File: src/rtl/sec_lut_regs.sv
module sec_lut_regs #(
  parameter int NBLOCKS   = 200,
  parameter int BLK_BYTES = 4096
) (
  input  logic                       clk,
  input  logic                       rst_n,
  input  logic                       req_valid,
  input  logic                       req_write,
  input  logic                       req_secure,
  input  logic [11:0]                req_addr,
  input  logic [1:0]                 req_size,
  input  logic [31:0]                req_wdata,
  output logic [31:0]                rsp_rdata,
  output logic                       rsp_err,
  output logic                       irq,
  output logic                       err_resp_sel,
  input  logic                       viol_pulse,
  input  logic [31:0]                viol_info1,
  input  logic [31:0]                viol_info2,
  input  logic [$clog2(NBLOCKS)-1:0] lk_blk,
  output logic                       lk_ns
);
  localparam int NWORDS = (NBLOCKS + 31) / 32;
  localparam int IW     = (NWORDS > 1) ? $clog2(NWORDS) : 1;
  localparam int BW     = $clog2(NBLOCKS);
  localparam int CFGV   = $clog2(BLK_BYTES) - 5;
  localparam logic [31:0] CTRL_KEEP = 32'h8000_0110;
  localparam logic [11:0] A_CTRL = 12'h000, A_CNT = 12'h010, A_CFG = 12'h014,
                          A_IDX = 12'h018, A_WIN = 12'h01C, A_STAT = 12'h020,
                          A_CLR = 12'h024, A_EN = 12'h028, A_INF1 = 12'h02C,
                          A_INF2 = 12'h030, A_SET = 12'h034, A_ID = 12'hFD0;

  logic [31:0]   ctrl;
  logic [IW-1:0] idx;
  logic          stat, en;
  logic [31:0]   tbl [NWORDS];

  logic [11:0] off;
  logic [3:0]  be;
  logic [31:0] bm, zx, rval;
  logic        rok, wok, hide, full, locked, step;
  logic [IW-1:0] idx_nx;
  logic [BW-1:0] wsel;

  function automatic logic [31:0] mrg(input logic [31:0] o, input logic [31:0] n,
                                      input logic [31:0] m);
    return (o & ~m) | (n & m);
  endfunction

  assign off    = {req_addr[11:2], 2'b00};
  assign be     = (req_size == 2'd0) ? (4'b0001 << req_addr[1:0]) :
                  (req_size == 2'd1) ? (4'b0011 << {req_addr[1], 1'b0}) : 4'hF;
  assign bm     = {{8{be[3]}}, {8{be[2]}}, {8{be[1]}}, {8{be[0]}}};
  assign zx     = req_wdata & bm;
  assign hide   = !req_secure && (off < A_ID);
  assign full   = (req_size == 2'd2);
  assign locked = ctrl[31];
  assign step   = full && ctrl[8];
  assign idx_nx = (idx == IW'(NWORDS - 1)) ? '0 : idx + 1'b1;

  assign irq          = stat & en;
  assign err_resp_sel = ctrl[4];
  assign wsel         = lk_blk >> 5;
  assign lk_ns        = tbl[wsel[IW-1:0]][lk_blk[4:0]];

  always_comb begin
    rval = '0;
    rok  = 1'b0;
    wok  = 1'b0;
    case (off)
      A_CTRL: begin rval = ctrl; rok = 1'b1; wok = 1'b1; end
      A_CNT:  begin rval = 32'(NWORDS); rok = 1'b1; end
      A_CFG:  begin rval = 32'(CFGV); rok = 1'b1; end
      A_IDX:  begin rval = 32'(idx); rok = 1'b1; wok = 1'b1; end
      A_WIN:  begin rval = tbl[idx]; rok = 1'b1; wok = 1'b1; end
      A_STAT: begin rval = {31'd0, stat}; rok = 1'b1; end
      A_CLR:  wok = 1'b1;
      A_EN:   begin rval = {31'd0, en}; rok = 1'b1; wok = 1'b1; end
      A_INF1: begin rval = viol_info1; rok = 1'b1; end
      A_INF2: begin rval = viol_info2; rok = 1'b1; end
      A_SET:  wok = 1'b1;
      default:
        if (off >= A_ID) begin
          rval = 32'h50 + 32'((off - A_ID) >> 2);
          rok  = 1'b1;
        end
    endcase
  end

  always_ff @(posedge clk or negedge rst_n) begin
    if (!rst_n) begin
      ctrl      <= 32'h0000_0100;
      idx       <= '0;
      stat      <= 1'b0;
      en        <= 1'b0;
      rsp_rdata <= '0;
      rsp_err   <= 1'b0;
      for (int i = 0; i < NWORDS; i++) tbl[i] <= '0;
    end else begin
      rsp_rdata <= '0;
      rsp_err   <= 1'b0;
      if (req_valid && !hide && !req_write) begin
        rsp_rdata <= rok ? rval : '0;
        rsp_err   <= !rok;
        if (off == A_WIN && step) idx <= idx_nx;
      end else if (req_valid && !hide && req_write) begin
        if (!wok) rsp_err <= 1'b1;
        else case (off)
          A_CTRL: if (!locked) ctrl <= mrg(ctrl, req_wdata, bm) & CTRL_KEEP;
          A_IDX:  idx <= IW'(mrg(32'(idx), req_wdata, bm) % NWORDS);
          A_WIN:  if (!locked) begin
                    tbl[idx] <= mrg(tbl[idx], req_wdata, bm);
                    if (step) idx <= idx_nx;
                  end
          A_CLR:  if (zx[0]) stat <= 1'b0;
          A_EN:   if (!locked) en <= zx[0];
          A_SET:  if (zx[0]) stat <= 1'b1;
          default: ;
        endcase
      end
      if (viol_pulse) stat <= 1'b1;
    end
  end
endmodule


File: config.mk
export PLATFORM = sky130hd
export DESIGN_NAME = sec_lut_regs
export DESIGN_NICKNAME = d
export VERILOG_FILES = /design/src/rtl/sec_lut_regs.sv
export SDC_FILE = /design/constraint.sdc
export NUM_CORES = 1
export LEC_CHECK = 0
export BUFFER_PORTS_ARGS = -buffer_cell sky130_fd_sc_hd__buf_2
export CORE_AREA = 3 3 175 305
export CTS_BUF_LIST = sky130_fd_sc_hd__clkbuf_8
export CTS_CLUSTER_SIZE = 28
export DETAILED_ROUTE_END_ITERATION = 8
export DIE_AREA = 0 0 178 308
export SETUP_SLACK_MARGIN = 0.1
export SYNTH_ARGS = -nofsm -noshare
export SYNTH_HDL_FRONTEND = slang
export SYNTH_SLANG_ARGS = --single-unit
File: constraint.sdc
create_clock -name clk -period 5.2 [get_ports clk]
set_input_delay 1.04 -clock clk [delete_from_list [all_inputs] [get_ports clk]]
set_output_delay 1.04 -clock clk [all_outputs]
set_load 0.005 [all_outputs]
==> flow_summary.yaml, run 1 <==
run_status:
  outcome: "complete, but fails checks"
  violations: "negative setup slack"
logic_synthesis:
  synth-edff-count: 0
  async_reset_ff_frac: 1.00
  syn_area_per_cell_um2: 8.93
  yosysSeqAreaShare: 0.362
  ys_ff_latch: 265
  synth_ff_type: "dfrtp_1"
  synth_top_cells_by_area: "dfrtp_1 36%, mux4_2 10%, a21oi_1 6.1%"
  yosysMostFrequentCell: "dfrtp_1"
  yosysTopAreaCellShare: 0.361
  yosys.area.top_type: "dfrtp_1"
  netlist_area_um2: 18300
  mappedNetlistNets: 2188
  synth_warnings: 0
  syn_inst: 2051
  synth_cell_type_count: 113
  synth_common_cells: "264 x dfrtp_1, 256 x nand2_1, 236 x nor2_1"
clock_tree:
  htreeDepth: 2
  cts.sink_count: 265
  clk_path_buf_depth: 3
  cts_hold_buf: 0
  cts_buffers: 41
  clk_transition_reported_paths_ps: 70
  clk_latency_ps: 590
  cts-root-buf: "clkbuf_8"
  cts_tree: "done"
detailed_routing:
  wl_per_cell_um: 22.7
  drcViolationCount: 0
  totalWireLength_mm: 71.1
  vias: 18500
  via_per_inst: 5.92
  drtIter0Drc: 1259
  drtAntennaViolNets: 0
  first_pass_iters: 6
timing:
  tightest_slew_ps: 1310
  hold_viol: 0
  max-slew-margin-rel: 0.125
  finalClockSkew_ps: 26.3
  timing.hold.ws_ps: 495
  setup_viol: 3
  slew_viol_final: 0
  rsz0062_at_grt: "yes"
  layout_setup_ws_ps: -6130
  fmax_mhz: 88.2
  fin_crit_sh: 2.18
  layout_min_cycle_time_ps: 11330
power:
  max-vdd-ir-drop_mv: 0.273
  p_leak_uw: 0.0102
  power_uw: 9930
  power.density_nw_per_um2: 415
worst_setup_path:
  worst_r2r_endpoint: "idx[1]"
  worstPathArrival_ps: 11820
  critPathMaxStageDelay_ps: 540
  cpMostUsedCell: "buf_4"
  cp-end-kind: "register"
  r2r-start: "idx[2]"
  cp_slowest_cell: "or4_4"
  required_ps: 5680
  startpoint_type: "input pin"
  crit_fanout: 7
  reg2reg_slack_ps: 1070
  crit_type: "in -> reg"
  rr_worst_depth: 18
floorplan:
  rows: 110
  start_util: 0.357
  die_area_um2: 54800
  ios: 160
  core_area_um2: 51300
  fp.dieW_um: 178
  die_y_um: 308
layout:
  area_growth_pct: 30.6
  nets: 2557
  drive_above_1_share: 0.341
global_routing:
  grt_first_pass_wirelength_mm: 108
  antenna_found_initial: 6
  grt_remaining_overflow: 0
  grt_use_total: 0.254
  grt_max_degree: 101
  grt_pass1_vias: 19000
placed_design:
  gp_congestion: 0.966
  io_buffers: 159
  dp_hpwl_mm: 51.8
flow_run:
  cap_violations: 0
hold_path:
  worstHoldPathType: "in -> async"
## logic make-up after synthesis
logic type,share of synthesized area
muxes,0.162
DFF,0.362
and+or+nand+nor,0.171
buffers and inverters,0.0367
AOI/OAI and AO/OA,0.249
xor gates and xnor gates,0.00765
adders and majority gates,0.0119
## what timing repair did
action	CTS	global route
hold endpoints to repair	0	0
cloned	1	0
endpoints found under the setup margin	3	3
gates resized for setup	88	60
setup buffers	31	16
pin swaps	61	34
## routing by layer
metal | part of all wire | vias to the layer above | track usage | wire length (um)
li1 | - | 8442 | - | -
met1 | 0.35 | 9042 | 0.270 | 25100
met2 | 0.52 | 758 | 0.461 | 36700
met3 | 0.056 | 256 | 0.0350 | 4000
met4 | 0.073 | 8 | 0.165 | 5210
met5 | 0.00077 | - | 0 | 55
## worst max path at each step
stage	from	to	slack [ps]	depth (start not counted)
after detailed placement	req_wdata[30]	idx[0]	-7060	46
after CTS	req_wdata[27]	idx[1]	-5970	47
after floorplan	req_wdata[29]	idx[0]	-5920	44
after global placement	req_wdata[27]	idx[0]	-6900	52
final	req_wdata[27]	idx[1]	-6130	49
after global routing	req_wdata[27]	idx[1]	-6640	53
## critical path: cells and delay by family
| family | cells | cell delay [ps] |
|---|---|---|
| buffers and inverters | 8 | 1200 |
| AO/OA/AOI/OAI | 27 | 5960 |
| multiplexers | 4 | 940 |
| adder cells (fa/ha/maj) | 4 | 1230 |
| AND/OR/NAND/NOR | 6 | 1430 |
## placed cells by master (no fill, tap or decap), types with 7 or more instances in the layout
cell	synthesis	layout
nand2_1	256	251
o21ai_1	11	16
and3_1	13	10
inv_1	20	27
mux2i_1	74	70
a21o_1	10	10
nor3_1	33	20
o211ai_1	29	29
dfrtp_1	264	261
o2111ai_1	10	8
buf_2	9	153
buf_12	0	16
a21oi_1	225	218
and2_1	24	21
mux4_2	81	81
buf_4	1	293
o21ai_2	1	7
xnor2_1	12	10
a211o_1	7	7
nand4_1	11	11
nor2_4	0	8
nor4_1	12	7
ha_1	13	11
mux2_2	26	25
nor2_1	236	227
a221oi_1	22	20
clkbuf_8	0	56
nor3_2	3	11
o21ai_0	183	171
o22ai_1	13	10
a31oi_1	24	22
a222oi_1	14	14
nand3_1	32	26
buf_6	2	13
a22oi_1	15	14
nand3b_1	7	7
## report_power, final
group          switching [uW]  internal, uW
Combinational            2990          2880
Clock                     882          1110
Sequential               1.56          2060
## per-stage QoR
step	TNS (ps)	std cells	util	cell area (um2)	worst slack, ps
after floorplan	-17480	2051	-	18600	-5920
after global placement	-20490	3001	0.426	21800	-6900
after detailed placement	-20930	3001	0.426	21800	-7060
after CTS	-17820	3107	0.457	23500	-5970
after global routing	-19830	3124	0.466	23900	-6640
final	-18330	3125	0.466	23900	-6130
## area by class of cell
type / count / area [um2]
Clock buffer: 56 / 771
Clock inverter: 18 / 165
Fill cell: 4893 / 27400
Tap cell: 672 / 841
Sequential cell: 265 / 6640
Antenna cell: 2 / 5.00
Multi-Input combinational cell: 1616 / 12000
Timing Repair Buffer: 476 / 3450
Inverter: 20 / 75.1
## state kept, by name, summed over array words and instances (netlist names), named ones only
name and count:
ctrl 1, en 1, idx 3, rsp_err 1, rsp_rdata 32, stat 1, tbl 224
Power figures use the tool's default switching activity.
==> run 2, diff against run 1 <==
Settings changed: CELL_PAD_IN_SITES_DETAIL_PLACEMENT set to 2, CELL_PAD_IN_SITES_GLOBAL_PLACEMENT set to 2, PLACE_DENSITY_LB_ADDON set to 0.1, RECOVER_POWER set to 50.
Clock period 5.2 ns to 12.34 ns, I/O delays scaled along.
==> run 2 against run 1 <==
Net effect:
- the run ends with max-capacitance violations, max-slew violations, negative setup slack left
- total power shrank 57%
- setup slack gained 5200 ps
- core utilization shrank 1.5 points
- final area shrank 3.3%
- non-clock buffer count shrank 65
- first-iteration DRC count shrank 31%
- register-to-register slack gained 6400 ps
- hold slack gained 20 ps
- critical path type unchanged
==> flow_summary.yaml, run 2 (synthesis gave the netlist of run 1 again) <==
layout:
  largest-register: "tbl"
  final_common_cell: "dfrtp_1"
  final_cell_mix: "261 x dfrtp_1, 249 x nand2_1, 237 x buf_4, 225 x nor2_1, 214 x a21oi_1"
  nets: 2494
  final_util: 0.451
  drive_above_1_share: 0.313
  area_growth_pct: 26.3
  top_regs: "tbl: 224 flops, rsp_rdata: 32 flops, idx: 3 flops"
  nFillCells: 5657
  largest_reg_flops: 224
worst_setup_path:
  r2r-start: "idx[2]"
  cpMostUsedCell: "buf_6"
  cp-end-kind: "register"
  worst_r2r_endpoint: "idx[0]"
  worstPathArrival_ps: 13800
  cp_slowest_cell: "or4_4"
  crit_family: "compound AO/OA/AOI/OAI gates"
  worstSetupStartpoint: "req_wdata[27]"
  required_ps: 12870
  rr_worst_depth: 20
  crit_buf_inv: 11
  crit_fanout: 8
  crit_type: "in -> reg"
  startpoint_type: "input pin"
  critPathMaxStageDelay_ps: 530
  reg2reg_slack_ps: 7500
detailed_routing:
  first_pass_iters: 5
  drtAntennaViolNets: 0
  drtIter0Drc: 867
  vias: 18900
  drcViolationCount: 0
  via_per_inst: 6.16
  wl_per_cell_um: 27.6
  totalWireLength_mm: 84.5
hold_path:
  worstHoldStart: "tbl[160]"
  worstHoldEndpoint: "tbl[160]"
  worstHoldPathType: "reg -> reg"
  holdPathStages: 2
timing:
  setup_viol: 3
  rsz0062_at_grt: "yes"
  hold_viol: 0
  slew_viol_final: 270
  final.setup.tns_ps: -2570
  layout_min_cycle_time_ps: 13270
  fmax_mhz: 75.4
  fin_crit_sh: 1.08
  max-slew-margin-rel: -3.73
  tightest_slew_ps: 7090
  finalClockSkew_ps: 27.2
  timing.hold.ws_ps: 515
  layout_setup_ws_ps: -930
power:
  clock_power_share: 0.183
  p_sw_uw: 1780
  max-vdd-ir-drop_mv: 0.276
  power_uw: 4320
  sequentialPowerShare: 0.202
  power.density_nw_per_um2: 187
  switching_share: 0.413
  combinationalPowerShare: 0.615
  p_leak_uw: 0.00972
  internal_power_uw: 2530
floorplan:
  fp.dieW_um: 178
  die_area_um2: 54800
  rows: 110
  core_area_um2: 51300
  start_util: 0.357
  ios: 160
  die_y_um: 308
clock_tree:
  clk_latency_ps: 620
  cts_buffers: 43
  htreeDepth: 2
  clk_transition_reported_paths_ps: 60
  cts.sink_count: 265
  cts_tree: "done"
  clk_path_buf_depth: 3
  cts-root-buf: "clkbuf_8"
placed_design:
  gp_congestion: 0.897
  io_buffers: 159
  place_ws_ps: -1990
  dp_hpwl_mm: 59.9
global_routing:
  grt_pass1_vias: 21200
  antenna_found_initial: 6
  grt_use_total: 0.303
  grt_remaining_overflow: 0
  grt_max_degree: 124
  grt_first_pass_wirelength_mm: 127
run_status:
  outcome: "complete, but fails checks"
  violations: "max-capacitance violations, max-slew violations, negative setup slack"
flow_run:
  cap_violations: 3
==> run 2: cell types whose count changed in the layout (fill, tap and decap cells not counted), sizes merged <==
cell | before | now
clkinvlp | 0 | 2
buf | 476 | 381
bufinv | 3 | 1
inv | 30 | 37
diode | 2 | 3
clkbuf | 56 | 80
==> run 2: what timing repair did <==
| item | in CTS | in global routing |
|---|---|---|
| endpoints found under the setup margin | 3 | 3 |
| resized for setup | 110 | 43 |
| hold buffers | 0 | 0 |
| setup buffers | 34 | 20 |
| cloned | 1 | 0 |
| pin swaps | 58 | 49 |
==> run 2: per-stage QoR <==
stage,cell area (um2),instances
after floorplan,18600,2051
after global placement,21200,2929
after detailed placement,21200,2929
after CTS,22800,3039
after global routing,23100,3061
final,23100,3062
==> run 2: power groups by stage <==
| stage | sequential (uW) | clock, uW | combinational (uW) |
|---|---|---|---|
| 2_1_floorplan | 886 | 0 | 1220 |
| 3_3_place_gp | 886 | 0 | 2010 |
| 3_5_place_dp | 886 | 0 | 2080 |
| 4_1_cts | 870 | 812 | 2460 |
| 5_1_grt | 870 | 842 | 2840 |
| 6_report | 871 | 790 | 2660 |
==> run 2: worst max-delay path by stage <==
stage              to  cells past startpoint
5_1_grt        idx[0]                     55
4_1_cts        idx[0]                     51
3_5_place_dp   idx[0]                     48
6_report       idx[0]                     55
3_3_place_gp   idx[0]                     51
2_1_floorplan  idx[0]                     44
==> run 2: tightest hold or removal path: stages, from the launching register on <==
cell     delay [ps]
dfrtp_1         370
nand2_1          50
o21ai_0          60
==> run 2: layout make-up <==
| cell class | count | area (um2) | share of cell area |
|---|---|---|---|
| multi-input cells | 1616 | 12000 | 0.517 |
| clock inverters | 25 | 154 | 0.00665 |
| well taps | 672 | 841 | 0.0363 |
| clock buffers | 50 | 688 | 0.0298 |
| repair buffers | 411 | 2760 | 0.119 |
| diodes | 3 | 7.51 | 0.000325 |
| flip-flops and latches | 265 | 6640 | 0.287 |
| inverters | 20 | 75.1 | 0.00325 |
==> run 2: metal layers <==
| layer | part of all wire | GRT usage | vias up |
|---|---|---|---|
| li1 | - | - | 8301 |
| met1 | 0.35 | 0.313 | 9797 |
| met2 | 0.55 | 0.583 | 522 |
| met3 | 0.035 | 0.0334 | 235 |
| met4 | 0.063 | 0.165 | 6 |
| met5 | 0.00049 | 0 | - |
==> run 3, diff against run 2 <==
Settings changed: CTS_BUF_LIST sky130_fd_sc_hd__clkbuf_8 to sky130_fd_sc_hd__clkbuf_4 sky130_fd_sc_hd__clkbuf_8 sky130_fd_sc_hd__clkbuf_16.
==> run 3 against run 2 <==
Net effect:
- the flow still finishes with violations (max-capacitance violations, max-slew violations, negative setup slack)
- register-to-register slack better by 20 ps
- non-clock buffer count fell by 2
- critical path depth up 1
- sequential power barely moved
- critical endpoint unchanged
- die area is the same
- hold slack lost 3.9 ps
- cell count down 0.91%
- count of clock-buffer cells in the layout is 6 lower
- total power up 3.3%
==> flow_summary.yaml, run 3 (synthesis gave the netlist of run 1 again) <==
layout:
  largest_reg_flops: 224
  largest-register: "tbl"
  nFillCells: 5567
  final_common_cell: "dfrtp_1"
  top_regs: "tbl: 224 flops, rsp_rdata: 32 flops, idx: 3 flops"
  nets: 2477
  final_cell_mix: "261 x dfrtp_1, 249 x nand2_1, 232 x buf_4, 223 x nor2_1, 216 x a21oi_1"
  final_cell_area_um2: 23400
  drive_above_1_share: 0.313
  area_growth_pct: 27.5
worst_setup_path:
  worstPathArrival_ps: 13630
  critPathMaxStageDelay_ps: 530
  worst_r2r_endpoint: "idx[0]"
  crit_buf_inv: 12
  worstSetupStartpoint: "req_wdata[30]"
  required_ps: 12860
  cpMostUsedCell: "buf_4"
  cp-end-kind: "register"
  reg2reg_slack_ps: 7520
  cp.depth: 56
  rr_worst_depth: 20
  crit_type: "in -> reg"
  crit_family: "compound AO/OA/AOI/OAI gates"
  crit_fanout: 6
  cp_slowest_cell: "a2111o_1"
  cp-endpoint: "idx[0]"
  startpoint_type: "input pin"
  r2r-start: "idx[2]"
timing:
  fin_crit_sh: 1.06
  max-slew-margin-rel: -3.70
  layout_min_cycle_time_ps: 13110
  finalClockSkew_ps: 42.4
  hold_viol: 0
  slew_viol_final: 270
  fmax_mhz: 76.3
  setup_viol: 3
  layout_setup_ws_ps: -770
  rsz0062_at_grt: "yes"
  tightest_slew_ps: 7060
hold_path:
  worstHoldPathType: "reg -> reg"
floorplan:
  core_area_um2: 51300
  die_area_um2: 54800
  rows: 110
  ios: 160
  start_util: 0.357
  fp.dieW_um: 178
  die_y_um: 308
placed_design:
  dp_hpwl_mm: 59.9
  place_ws_ps: -1990
  io_buffers: 159
  gp_congestion: 0.897
  place_area_um2: 21200
power:
  max-vdd-ir-drop_mv: 0.333
  p_leak_uw: 0.00975
  power_uw: 4460
  power.density_nw_per_um2: 191
flow_run:
  cap_violations: 3
global_routing:
  grt_first_pass_wirelength_mm: 129
  grt_use_met1: 0.316
  use_met2: 0.596
  antenna_found_initial: 2
  grt_use_total: 0.308
  grt_remaining_overflow: 0
  grt_use_met3: 0.0336
  grt_pass1_vias: 21400
  grt_max_degree: 124
  grt.busiest_layer: "met2"
clock_tree:
  clk_path_buf_depth: 3
  cts_hold_buf: 0
  clk_transition_reported_paths_ps: 60
  cts_tree: "done"
  cts-root-buf: "clkbuf_16"
  cts_buffers: 28
  clk_latency_ps: 620
  cts.sink_count: 265
  htreeDepth: 1
detailed_routing:
  wl_per_cell_um: 28.0
  first_pass_iters: 5
  drcViolationCount: 0
  vias: 18700
  via_per_inst: 6.17
  totalWireLength_mm: 84.9
  drtIter0Drc: 822
  drtAntennaViolNets: 0
run_status:
  violations: "max-capacitance violations, max-slew violations, negative setup slack"
  outcome: "complete, but fails checks"
run 3: cell types whose count changed in the layout (fill, tap and decap cells not counted), moves of 5 or more:
cell	delta
inv_1	-16
buf_4	-5
clkbuf_4	+6
clkbuf_16	+28
clkbuf_8	-40
run 3: worst reg2reg max path: stages, from the launching register on:
cell,delay [ps]
dfrtp_4,840
inv_1,370
o21ai_0,250
buf_4,240
nand2_2,90
o41ai_4,330
nor3_2,90
ha_2,210
inv_2,70
a21oi_2,40
mux2i_1,220
o311a_1,250
mux2_4,330
ha_4,160
and2_4,140
o211ai_1,180
a21oi_1,110
a211oi_2,160
nand4_1,220
mux2_4,350
o211ai_1,90
run 3: cell type report:
type,instances,area (um2),share of cell area
well taps,672,841,0.0360
clock inverters,6,87.6,0.00375
flip-flops and latches,265,6640,0.284
multi-input cells,1616,12100,0.516
diodes,2,5.00,0.000214
repair buffers,409,2780,0.119
clock buffers,44,883,0.0378
inverters,20,75.1,0.00321
run 3: where the power goes:
| part | internal (uW) | switching, uW | total, uW | leakage (uW) |
|---|---|---|---|---|
| logic | 1280 | 1400 | 2680 | 0.00557 |
| clock network | 514 | 391 | 905 | 0.000487 |
| registers | 869 | 0.984 | 870 | 0.00369 |
| total | 2660 | 1800 | 4460 | 0.00975 |
run 3: repair_timing:
| item | CTS | global route |
|---|---|---|
| endpoints found under the hold margin | 0 | 0 |
| setup endpoints to repair | 3 | 3 |
| cloned | 1 | 0 |
| resized for setup | 143 | 21 |
| setup buffers | 41 | 13 |
| pin swaps | 66 | 28 |
run 3: worst min path at each step:
stage / slack [ps] / from / depth (start not counted) / endpoint
after floorplan: 460 / tbl[110] / 2 / tbl[110]
after global placement: 480 / tbl[174] / 2 / tbl[174]
after detailed placement: 500 / tbl[110] / 2 / tbl[110]
after CTS: 520 / tbl[160] / 2 / tbl[160]
after global routing: 550 / tbl[39] / 2 / tbl[39]
final: 510 / tbl[39] / 2 / tbl[39]
run 3: per-layer routing:
layer | part of all wire | wire length [um] | vias to the layer above
met5 | 0 | 0 | -
met4 | 0.057 | 4820 | 0
met3 | 0.036 | 3010 | 211
met2 | 0.55 | 47100 | 452
met1 | 0.35 | 30000 | 9793
li1 | - | - | 8262
run 3: stage by stage:
step / hold slack [ps] / cells / setup TNS (ps) / utilization
6_report: 511 / 3034 / -2080 / 0.455
5_1_grt: 548 / 3032 / -3670 / 0.455
4_1_cts: 520 / 3020 / -1160 / 0.452
3_5_place_dp: 504 / 2929 / -5760 / 0.413
3_3_place_gp: 475 / 2929 / -3960 / 0.413
2_1_floorplan: 461 / 2051 / -348 / -
